$ cat src/rtl/err_sig_pkg.sv
package err_sig_pkg;
   typedef enum logic [1:0] {
      ADDR_RAW = 2'd0,
      ADDR_CLR = 2'd1,
      ADDR_EN  = 2'd2,
      ADDR_TMO = 2'd3
   } reg_addr_e;
endpackage

$ cat src/rtl/err_sig_raw.sv
module err_sig_raw #(
   parameter int N_EVT = 16
) (
   input  logic             clk,
   input  logic             rst_n,
   input  logic [N_EVT-1:0] evt_i,
   input  logic [N_EVT-1:0] set_i,
   input  logic [N_EVT-1:0] clr_i,
   output logic [N_EVT-1:0] raw_o
);
   logic [N_EVT-1:0] raw_q;
   logic [N_EVT-1:0] any_set;

   assign any_set = evt_i | set_i;

   for (genvar b = 0; b < N_EVT; b++) begin : g_bit
      always_ff @(posedge clk or negedge rst_n) begin
         if (!rst_n)
            raw_q[b] <= 1'b0;
         else if (any_set[b])
            raw_q[b] <= 1'b1;
         else if (clr_i[b])
            raw_q[b] <= 1'b0;
      end
   end

   assign raw_o = raw_q;


   set_wins_chk: assert property (@(posedge clk) disable iff (!rst_n)
      (any_set != '0) |=> ((raw_q & $past(any_set)) == $past(any_set)));


   no_spurious_set_chk: assert property (@(posedge clk) disable iff (!rst_n)
      rst_n |=> ((raw_q & ~$past(raw_q) & ~$past(any_set)) == '0));
endmodule

$ cat src/rtl/err_sig_cfg.sv
module err_sig_cfg
   import err_sig_pkg::*;
#(
   parameter int          N_EVT   = 16,
   parameter int          TMO_W   = 16,
   parameter int          DATA_W  = 32,
   parameter logic [TMO_W-1:0] TMO_RST = '1
) (
   input  logic              clk,
   input  logic              rst_n,
   input  logic              wr_i,
   input  logic [1:0]        addr_i,
   input  logic [DATA_W-1:0] wdata_i,
   output logic [N_EVT-1:0]  set_o,
   output logic [N_EVT-1:0]  clr_o,
   output logic [N_EVT-1:0]  en_o,
   output logic [TMO_W-1:0]  tmo_o
);
   reg_addr_e        addr;
   logic [N_EVT-1:0] en_q;
   logic [TMO_W-1:0] tmo_q;

   assign addr  = reg_addr_e'(addr_i);
   assign set_o = (wr_i && addr == ADDR_RAW) ? wdata_i[N_EVT-1:0] : '0;
   assign clr_o = (wr_i && addr == ADDR_CLR) ? wdata_i[N_EVT-1:0] : '0;

   always_ff @(posedge clk or negedge rst_n) begin
      if (!rst_n) begin
         en_q  <= '0;
         tmo_q <= TMO_RST;
      end else if (wr_i) begin
         if (addr == ADDR_EN)  en_q  <= wdata_i[N_EVT-1:0];
         if (addr == ADDR_TMO) tmo_q <= wdata_i[TMO_W-1:0];
      end
   end

   assign en_o  = en_q;
   assign tmo_o = tmo_q;
endmodule

$ cat src/rtl/err_sig_wdog.sv
module err_sig_wdog #(
   parameter int TMO_W = 16
) (
   input  logic             clk,
   input  logic             rst_n,
   input  logic             nmi_i,
   input  logic [TMO_W-1:0] tmo_i,
   output logic             rst_req_o
);
   localparam int CW = TMO_W + 1;

   logic [TMO_W-1:0] cnt_q;
   logic             fired_q;
   logic             req_q;
   logic             hit;

   assign hit = ({1'b0, cnt_q} + CW'(1)) >= {1'b0, tmo_i};

   always_ff @(posedge clk or negedge rst_n) begin
      if (!rst_n) begin
         cnt_q   <= '0;
         fired_q <= 1'b0;
         req_q   <= 1'b0;
      end else begin
         req_q <= 1'b0;
         if (!nmi_i) begin
            cnt_q   <= '0;
            fired_q <= 1'b0;
         end else if (!fired_q) begin
            if (hit) begin
               req_q   <= 1'b1;
               fired_q <= 1'b1;
            end else begin
               cnt_q <= cnt_q + 1'b1;
            end
         end
      end
   end

   assign rst_req_o = req_q;


   req_pulse_chk: assert property (@(posedge clk) disable iff (!rst_n)
      rst_req_o |=> !rst_req_o);


   req_needs_nmi_chk: assert property (@(posedge clk) disable iff (!rst_n)
      rst_req_o |-> $past(nmi_i));


   reload_chk: assert property (@(posedge clk) disable iff (!rst_n)
      !nmi_i |=> (cnt_q == '0 && !rst_req_o));
endmodule

$ cat src/rtl/err_sig_top.sv
module err_sig_top
   import err_sig_pkg::*;
#(
   parameter int          N_EVT   = 16,
   parameter int          TMO_W   = 16,
   parameter int          DATA_W  = 32,
   parameter logic [TMO_W-1:0] TMO_RST = TMO_W'(1000)
) (
   input  logic              clk,
   input  logic              rst_n,
   input  logic [N_EVT-1:0]  evt_i,
   input  logic              reg_wr_i,
   input  logic [1:0]        reg_addr_i,
   input  logic [DATA_W-1:0] reg_wdata_i,
   output logic [DATA_W-1:0] reg_rdata_o,
   output logic              nmi_o,
   output logic              rst_req_o
);
   if (N_EVT < 1 || N_EVT > DATA_W) begin : g_bad_nevt
      $error("N_EVT must lie in 1..DATA_W");
   end
   if (TMO_W < 1 || TMO_W > DATA_W) begin : g_bad_tmow
      $error("TMO_W must lie in 1..DATA_W");
   end

   logic [N_EVT-1:0] set_w, clr_w, en_w, raw_w;
   logic [TMO_W-1:0] tmo_w;

   err_sig_cfg #(
      .N_EVT(N_EVT), .TMO_W(TMO_W), .DATA_W(DATA_W), .TMO_RST(TMO_RST)
   ) i_cfg (
      .clk(clk), .rst_n(rst_n), .wr_i(reg_wr_i), .addr_i(reg_addr_i),
      .wdata_i(reg_wdata_i), .set_o(set_w), .clr_o(clr_w),
      .en_o(en_w), .tmo_o(tmo_w)
   );

   err_sig_raw #(.N_EVT(N_EVT)) i_raw (
      .clk(clk), .rst_n(rst_n), .evt_i(evt_i), .set_i(set_w),
      .clr_i(clr_w), .raw_o(raw_w)
   );

   assign nmi_o = |(raw_w & en_w);

   err_sig_wdog #(.TMO_W(TMO_W)) i_wdog (
      .clk(clk), .rst_n(rst_n), .nmi_i(nmi_o), .tmo_i(tmo_w),
      .rst_req_o(rst_req_o)
   );

   always_comb begin
      unique case (reg_addr_e'(reg_addr_i))
         ADDR_RAW, ADDR_CLR: reg_rdata_o = DATA_W'(raw_w);
         ADDR_EN:            reg_rdata_o = DATA_W'(en_w);
         default:            reg_rdata_o = DATA_W'(tmo_w);
      endcase
   end


   nmi_idle_chk: assert property (@(posedge clk) disable iff (!rst_n)
      (en_w == '0) |-> !nmi_o);
endmodule

$ cat config.mk
export PLATFORM = sky130hd
export DESIGN_NAME = err_sig_top
export DESIGN_NICKNAME = d
export VERILOG_FILES = /design/src/rtl/err_sig_pkg.sv /design/src/rtl/err_sig_raw.sv /design/src/rtl/err_sig_cfg.sv /design/src/rtl/err_sig_wdog.sv /design/src/rtl/err_sig_top.sv
export SDC_FILE = /design/constraint.sdc
export NUM_CORES = 1
export LEC_CHECK = 0
export BUFFER_PORTS_ARGS = -buffer_cell sky130_fd_sc_hd__buf_2
export CAP_MARGIN = 10
export CORE_MARGIN = 2
export CORE_UTILIZATION = 35
export CTS_CLUSTER_DIAMETER = 30
export DETAILED_ROUTE_END_ITERATION = 8
export SLEW_MARGIN = 10
export SYNTH_ARGS = -nofsm -noshare
export SYNTH_HDL_FRONTEND = slang
export SYNTH_SLANG_ARGS = --single-unit
$ cat constraint.sdc
create_clock -name clk -period 6.2 [get_ports clk]
set_input_delay 0.62 -clock clk [delete_from_list [all_inputs] [get_ports clk]]
set_output_delay 0.62 -clock clk [all_outputs]
set_load 0.1 [all_outputs]
# Yosys cells after proc, flatten, opt, wreduce, memory -nomap -nowiden

Index checks and enable logic that the tools add are counted.

Flip-flop bits (word level): 66
Bits of input ports: 53
Output and inout port bits: 34
Word-level logic and storage cells: 98

Add/sub/neg operators: 2
Magnitude comparators: 1
Equality and inequality tests: 5
Mux-type cells: 43
Bitwise logic cells: 2
Reductions and logical operators: 24

Operators with widths:

| kind                                                            | count |
|---|---|
| 16-bit 2-to-1 mux                                               | 5 |
| 1-bit 2-to-1 mux                                                | 37 |
| 16-bit one-hot mux with 2 select lines                          | 1 |
| 2-bit nonzero test                                              | 16 |
| 16-bit by 1-bit adder with 17-bit output, second input constant | 1 |
| 17-bit by 16-bit >= comparator with 1-bit output                | 1 |
| 16-bit by 1-bit adder with 16-bit output, second input constant | 1 |
| 16-bit bitwise AND                                              | 1 |
| 16-bit bitwise OR                                               | 1 |
| 16-bit OR reduction                                             | 1 |
| 2-bit AND reduction                                             | 3 |
| 2-bit == test, second input constant                            | 2 |
| 2-bit != test, second input constant                            | 2 |
| 2-bit by 1-bit == test with 1-bit output, second input constant | 1 |
| 1-bit logical AND                                               | 2 |
| 2-bit zero test                                                 | 1 |
| 2-bit OR reduction                                              | 1 |

# Logic depth before layout (Yosys ltp)

Gate-level depths: netlist of the first run.

Depth after elaboration: 5
Depth in mapped cells: 14
Depth with buffers taken out: 13

# Cells and area by module

From an unflattened synthesis of the first run, not the netlist that was laid out.

Cell total of the unflattened synthesis: 420
Area total of the unflattened synthesis: 4180.3 µm²

Modules (own cells, without submodules):

| module       | times used | cells an instance | area each (µm²) | sequential area each (µm²) |
|---|---|---|---|---|
| err_sig_cfg  | 1          | 104               | 1544.0          | 808.3 |
| err_sig_wdog | 1          | 173               | 1490.2          | 450.4 |
| err_sig_raw  | 1          | 64                | 600.6           | 400.4 |
| err_sig_top  | 1          | 79                | 545.5           | 0.0 |

# Worst setup path after synthesis of the first run

No wires, ideal clock.

Path type: input -> output
Start point: input port reg_addr_i[0]
End point: output port reg_rdata_o[0]
Arrival: 2.916 ns
Required time: 5.580 ns
Slack: 2.664 ns
Stages on the path: 4
Buffers on the path: 2
Cell sequence: clkbuf_1 > buf_1 > mux2i_1 > a21oi_1

Longest elaborated chain between the ends: 3
Elaborated cells between the ends (all ways): 5
Those cells by class: 2 x eq/ne; 1 x mux; 2 x reduce/logical

RTL lines:

| what                                                                        | RTL line          | source |
|---|---|---|
| from (decl)                                                                 | err_sig_top.sv:13 | `input logic [1:0] reg_addr_i,` |
| 2-bit by 1-bit == test with 1-bit output or 2-bit zero test (tied branches) | err_sig_top.sv:50 | `unique case (reg_addr_e'(reg_addr_i))` |
| 2-bit OR reduction                                                          | err_sig_top.sv:50 |  |
| 16-bit one-hot mux with 2 select lines *                                    | err_sig_top.sv:50 |  |
| to (decl)                                                                   | err_sig_top.sv:15 | `output logic [DATA_W-1:0] reg_rdata_o,` |

Mark *: on every way between the ends. The rest lies on a longest branch, timed or not.

# Worst setup path after layout of the first run

Start point: register i_wdog.cnt_q[0]
End point: register i_wdog.cnt_q[11]

Longest elaborated chain between the ends: 4
Elaborated cells between the ends (all ways): 8
Those cells by class: 2 x add/sub; 1 x order compare; 1 x eq/ne; 3 x mux; 1 x reduce/logical

RTL lines:

| what                                                                                                 | RTL line                               | source |
|---|---|---|
| from (decl)                                                                                          | err_sig_wdog.sv:12                     | `logic [TMO_W-1:0] cnt_q;` |
| from (signal assigned)                                                                               | err_sig_wdog.sv:34                     | `cnt_q <= cnt_q + 1'b1;` |
| 16-bit by 1-bit adder with 17-bit output or 16-bit by 1-bit adder with 16-bit output (tied branches) | err_sig_wdog.sv:17, err_sig_wdog.sv:34 |  |
| 17-bit by 16-bit >= comparator with 1-bit output or 16-bit 2-to-1 mux (tied branches)                | err_sig_wdog.sv:17, err_sig_wdog.sv:30 |  |
| 2-bit != test (no source line) or 16-bit 2-to-1 mux (tied branches)                                  | n/a                                    |  |
| 2-bit AND reduction (no source line) or 16-bit 2-to-1 mux (tied branches)                            | n/a                                    |  |

Several ways; a longest one is shown, not always the timed one. The select of a mux whose other input is x is not followed.
A chain may end at the register's enable or synchronous reset.

==> summary.md, run 1 <==
| Metric | Value |
|---|---|
| Clock power share | 0.250 |
| PortBufs | 54 |
| Leak | 0.00202 uW |
| Post-synth cell types | 45 |
| Die X | 109 um |
| Worst setup skew after layout | 8.38 ps |
| Outcome | finished, final reports clean |
| Fin. Hold Viols | 0 |
| Post-CTS sizing | 0 |
| Most frequent cells in the layout | dfrtp_1 (60), buf_2 (54), nor2_1 (40) |
| Met3 Use GR | 0.0323 |
| Vias in the first global route | 2796 |
| Crit path cell chain | ha_1 -> nand4_1 -> nor4_1 -> xnor2_1 -> ha_1 -> and2_0 -> a221o_1 -> a32o_1 -> a2111oi_2 -> buf_4 -> a211o_1 -> nand2_1 |
| Fin nets | 508 |
| Worst Max-Slew Pin Slew | 941 ps |
| Min Tclk post-route | 3770 ps |
| Final setup viols | 0 |
| Worst hold slack | 459 ps |
| Synthesized cell area | 3850 sq um |
| Post-detailed-route count of antenna-violating nets | 0 |
| Slew Viols, Final | 0 |
| GP Congestion | 0.797 |
| First-pass GRT wire length | 14.0 mm |
| Worst reg-to-reg path cell count | 12 |
| Layout cell share with drive strength beyond 1 | 0.217 |
| Maximum vdd ir drop | 0.164 mV |
| Cell row count | 38 |
| Pint | 864 uW |
| Worst path slowest cell | a2111oi_2 |
| Met2 usage | 0.227 |
| Pwr dens | 326 nW/um^2 |
| Total core area | 10800 sq um |
| CP endpoint kind | flip-flop |
| CTS tree | built |
| Pre-antenna DRT Iters | 4 |
| Worst rel slew slack | 0.371 |
| Post-DP HPWL | 5.93 mm |
| Max Buffers Root-to-Sink | 2 |
| Gr usage total | 0.151 |
| Layer with the highest usage | met2 |
| RSZ-0062 raised after global routing | false |
| Chip height | 109 um |
| Mapped Avg Cell Area | 9.94 sq um |
| Setup Fix Bufs, Post-CTS | 0 |
| Via count | 2933 |
| Post-synthesis cell count | 388 |
| Crit Path Category | reg -> reg |
| Total CTS buffers | 9 |
| Cell repeated most along the worst path | ha_1 |
| Synthesis-stage register bit count | 66 |
| Share of the yosys chip area belonging to registers | 0.430 |
| Post-synth top area cell | dfrtp_1 |
| GR met1 Demand/Resource | 0.218 |
| Largest net degree at the start of global routing | 67 |
| Hold buffer count at cts | 0 |
| CP peak stage delay | 550 ps |
| ANT cells | 0 |
| Switching Fraction | 0.395 |
| H-Tree Depth | 3 |
| CTS Sinks | 66 |
| Max-cap viol count | 0 |
| DR WL/cell | 14.3 um |
| Crit share post-route | 0.608 |
| Top post-synthesis cells by area | dfrtp_1 (39%), ha_1 (5.5%), a211o_1 (5.5%) |
| NetSw | 565 uW |
| Combinational power share | 0.352 |
| Vias/cell | 5.03 |
| Part of the power in registers | 0.398 |
| CP Max Fanout | 16 |
| DR iter-0 viols | 137 |
| Die ar. | 11900 sq um |
| Startpoint Class | flip-flop |
| Hold Crit Class | in -> async |
| Yosys warns | 0 |
| Clock latency on the worst-skew pair | 340 ps |
| Commonest non-fill, non-tap cell in the layout | dfrtp_1 |
| Clk root buf | clkbuf_8 |
| Req. time, crit path | 6430 ps |
| Initial antenna violation count | 0 |
| Reg clk slew, reported paths | 70 ps |
| Share of the synthesized area in the top cell type | 0.389 |
| Initial cell density of the core | 0.357 |
| Fmax | 0.265 GHz |
| Io pins | 87 |
| Global route total overflow | 0 |
| Drt drc | 0 |
| CP arrival | 3990 ps |
| Setup TNS | 0 ps |
| DRT Wirelength | 8.32 mm |
| Layout area overhead | 13.6% |
-- power groups by stage --
stage          combinational, uW  sequential, uW  clock, uW
6_report                     504             568        357
2_1_floorplan                426             557          0
4_1_cts                      510             568        366
5_1_grt                      558             581        387
3_3_place_gp                 497             572          0
3_5_place_dp                 508             575          0
-- per-layer routing --
layer | vias to the layer above | part of all wire
met1 | 1397 | 0.48
met2 | 82 | 0.46
met5 | - | 0
li1 | 1447 | -
met3 | 7 | 0.044
met4 | 0 | 0.0073
-- Yosys cell counts --
cell	instances
and2_1	1
a221oi_1	4
a21oi_1	26
nand4_1	10
ha_1	17
dfrtp_1	60
xor2_1	2
a221o_1	1
mux2_2	16
a2111oi_0	1
clkbuf_1	10
and3_1	2
a2111o_1	1
nand2_1	30
a22o_1	4
dfstp_2	6
buf_1	4
mux2_1	16
nand3_1	7
nor2b_1	1
inv_1	22
or3_1	4
buf_4	16
mux2i_1	17
nor2_1	40
or4_1	1
a211o_1	24
nor3_1	3
nand2b_1	1
buf_6	1
nor3_2	1
a21bo_1	1
xnor2_1	13
o21a_1	1
nand3b_1	2
a21o_1	3
buf_2	2
and2_0	1
nor4_1	2
and4_1	2
inv_2	2
o21ai_1	7
conb_1	1
a32o_1	1
a211oi_1	1
-- stage by stage --
step	instances	area, sq um	total power, uW	worst slack (ps)	utilization
after detailed placement	567	4190	1080	2460	0.388
after global routing	583	4380	1530	2090	0.406
after CTS	583	4380	1440	2440	0.406
after floorplan	403	3910	983	2660	-
final	583	4380	1430	2430	0.406
after global placement	567	4190	1070	2570	0.388
-- cell type report --
type	count	area, sq um
Multi-Input combinational cell	280	1970
Fill cell	1088	6410
Clock buffer	13	149
Sequential cell	66	1660
Tap cell	140	175
Clock inverter	3	40.0
Timing Repair Buffer	57	293
Inverter	24	90.1
-- critical path, delay by kind of cell (launching register included) --
kind / cells / cell delay, ps
adders and majority gates: 2 / 550
and+or+nand+nor: 4 / 910
buffers and inverters: 1 / 320
AOI/OAI and AO/OA: 4 / 1220
DFF: 1 / 430
xor gates and xnor gates: 1 / 200
-- sequential cells by signal, summed over array words and instances, names as in the netlist --
register / count
i_cfg.en_o: 16
i_cfg.tmo_o: 16
i_raw.raw_o: 16
i_wdog.cnt_q: 16
i_wdog.fired_q: 1
i_wdog.rst_req_o: 1
-- path summary, 6_finish.rpt --
kind                                 start               end  slack, ps
setup / recovery           i_wdog.cnt_q[0]  i_wdog.cnt_q[11]       2430
hold / removal                       rst_n    i_raw.raw_o[7]        460
setup reg to reg           i_wdog.cnt_q[0]  i_wdog.cnt_q[11]       2430
hold reg to reg             i_wdog.fired_q  i_wdog.rst_req_o        520
max in group asynchronous            rst_n  i_wdog.cnt_q[13]       5170
min in group clk                  evt_i[3]    i_raw.raw_o[3]        460
-- kinds of logic after synthesis --
family                   synth area share
adder cells (fa/ha/maj)            0.0552
AND/OR/NAND/NOR                     0.130
other                            0.000973
flip-flops                          0.430
buffers and inverters              0.0737
XOR/XNOR                           0.0341
AO/OA/AOI/OAI                       0.138
multiplexers                        0.138
(Power assumes the default switching activity.)
==> inputs of run 2 (changes only) <==
ABC_AREA = 1   (was default)
clock period = 3.5 ns   (was 6.2 ns; I/O delays follow)
==> run 2 against run 1 <==
  * Non-clock buffer count grew 2
  * Sequential cell count is the same
  * Die area grew 4.7%
  * Maximum frequency grew 30%
  * Global-route usage grew 1.4 points
  * Via count grew 18%
  * Synthesized area grew 4.8%
  * Largest power group unchanged
==> summary.md, run 2 <==
| Metric | Value |
|---|---|
| Largest net degree at the start of global routing | 43 |
| Crit Path Category | reg -> reg |
| First-pass GRT wire length | 16.6 mm |
| Setup TNS | 0 ps |
| Min Tclk post-route | 2900 ps |
| ANT cells | 0 |
| Synth async-reset ratio | 1.00 |
| PortBufs | 54 |
| Setup Fix Bufs, Post-CTS | 0 |
| Initial antenna violation count | 0 |
| Req. time, crit path | 3710 ps |
| Total core area | 11300 sq um |
| GP Congestion | 0.885 |
| Fin. Hold Viols | 0 |
| Placed cell areas | 4380 sq um |
| Die ar. | 12400 sq um |
| Layout cell share with drive strength beyond 1 | 0.179 |
| DR iter-0 viols | 149 |
| Via count | 3465 |
| Share of the yosys chip area belonging to registers | 0.411 |
| Cell row count | 39 |
| Synthesized cell area | 4040 sq um |
| Top post-synthesis cells by count | nand2_1 (144), inv_1 (70), dfrtp_1 (60), o21ai_0 (44), o211ai_1 (31) |
| Die X | 111 um |
| Global route total overflow | 0 |
| Area occupied by multi-input gates | 1950 sq um |
| Fill cells | 1192 |
| Initial cell density of the core | 0.357 |
| Max-cap viol count | 0 |
| Slew Viols, Final | 0 |
| Hold Crit Class | in -> async |
| Most common cell in the netlist | nand2_1 |
| Share of the synthesized area in the top cell type | 0.372 |
| CTS tree | built |
| Commonest non-fill, non-tap cell in the layout | nand2_1 |
| Reg clk slew, reported paths | 60 ps |
| CP Max Fanout | 17 |
| CP endpoint kind | flip-flop |
| Final setup viols | 0 |
| Top post-synthesis cells by area | dfrtp_1 (37%), nand2_1 (13%), inv_1 (6.5%) |
| Post-detailed-route count of antenna-violating nets | 0 |
| Pre-antenna DRT Iters | 4 |
| Chip height | 111 um |
| Post-synth cell types | 34 |
| Drt drc | 0 |
| Vias in the first global route | 3398 |
| FF+latch area | 1660 sq um |
| Synthesis-stage register bit count | 66 |
| Crit share post-route | 0.828 |
| Hold buffer count at cts | 0 |
| Outcome | finished, final reports clean |
| Mapped Avg Cell Area | 7.82 sq um |
| EDFF count, synth | 0 |
| Post-synthesis cell count | 517 |
| Max Buffers Root-to-Sink | 2 |
| Yosys warns | 0 |
| DRT Wirelength | 9.76 mm |
| H-Tree Depth | 3 |
| CTS Sinks | 66 |
| Fmax | 0.345 GHz |
| Design area | 4660 sq um |
| Total CTS buffers | 9 |
| DR WL/cell | 13.6 um |
| Worst rel slew slack | 0.303 |
| Leak | 0.00242 uW |
| Post-CTS sizing | 0 |
| Fin nets | 640 |
| Startpoint Class | flip-flop |
| Layout area overhead | 15.3% |
| Clock latency on the worst-skew pair | 330 ps |
| Pwr dens | 566 nW/um^2 |
| Gr usage total | 0.165 |
| Post-DP HPWL | 6.93 mm |
| Io pins | 87 |
| RSZ-0062 raised after global routing | false |
| CP arrival | 3110 ps |
| Most frequent cells in the layout | nand2_1 (144), inv_1 (70), dfrtp_1 (60) |
| Worst Max-Slew Pin Slew | 1040 ps |
| Vias/cell | 4.83 |
| Maximum vdd ir drop | 0.310 mV |
| Post-synth top area cell | dfrtp_1 |
| Clk root buf | clkbuf_16 |
| Main flop type after synthesis | dfrtp_1 |
| Worst hold slack | 20.5 ps |
| Worst setup skew after layout | 6.08 ps |
==> run 2: path summary, 6_finish.rpt <==
kind	start	cells past startpoint	end	slack, ps
min reg2reg	i_wdog.fired_q	1	i_wdog.rst_req_o	480
max in group asynchronous	rst_n	2	i_cfg.tmo_o[9]	2510
max reg2reg	i_wdog.cnt_q[0]	14	i_wdog.fired_q	600
max	i_wdog.cnt_q[0]	14	i_wdog.fired_q	600
min	rst_n	1	i_wdog.cnt_q[6]	20
min in group clk	evt_i[1]	3	i_raw.raw_o[1]	230
==> run 2: layout make-up <==
class	instances	share of cell area
clock buffers	9	0.0483
well taps	143	0.0384
repair buffers	59	0.0660
inverters	75	0.0604
clock inverters	7	0.0118
multi-input cells	359	0.419
flip-flops and latches	66	0.356
==> run 2: power by group <==
group	internal, uW	leakage (uW)	switching, uW	total, uW
registers	873	0.000775	86.7	960
clock network	484	0.000132	358	842
logic	229	0.00151	610	839
==> run 2: cells by family after synthesis <==
group	after synthesis	synth area share
and+or+nand+nor	224	0.256
buffers and inverters	107	0.120
AOI/OAI and AO/OA	89	0.132
DFF	66	0.411
adders and majority gates	17	0.0526
xor gates and xnor gates	13	0.0282
other	1	0.000928
==> run 2: critical path, stage by stage, from the launching register on <==
cell     delay (ps)
dfrtp_1         440
ha_1            230
nand3_2         130
nor2_1          250
nand3_1         130
xnor2_1         260
ha_1            310
a21oi_1         150
nor2_1           50
nor2_1          110
nand3_2         110
nor2_4          120
buf_4           250
and2_1          180
a21oi_1          70
==> run 2: per-stage QoR <==
stage | setup WS, ps | total power, uW | utilization | instances
after floorplan | 955 | 1660 | - | 532
after global placement | 661 | 1800 | 0.387 | 702
after detailed placement | 649 | 1810 | 0.387 | 702
after CTS | 594 | 2670 | 0.412 | 718
after global routing | 313 | 2820 | 0.412 | 718
final | 601 | 2640 | 0.412 | 718
==> run 2: routing by layer <==
layer	global-route usage	vias to the layer above	wire length (um)
li1	-	1762	-
met1	0.225	1613	4700
met2	0.264	78	4530
met3	0.0272	12	379
met4	0.0667	0	143
met5	0	-	0
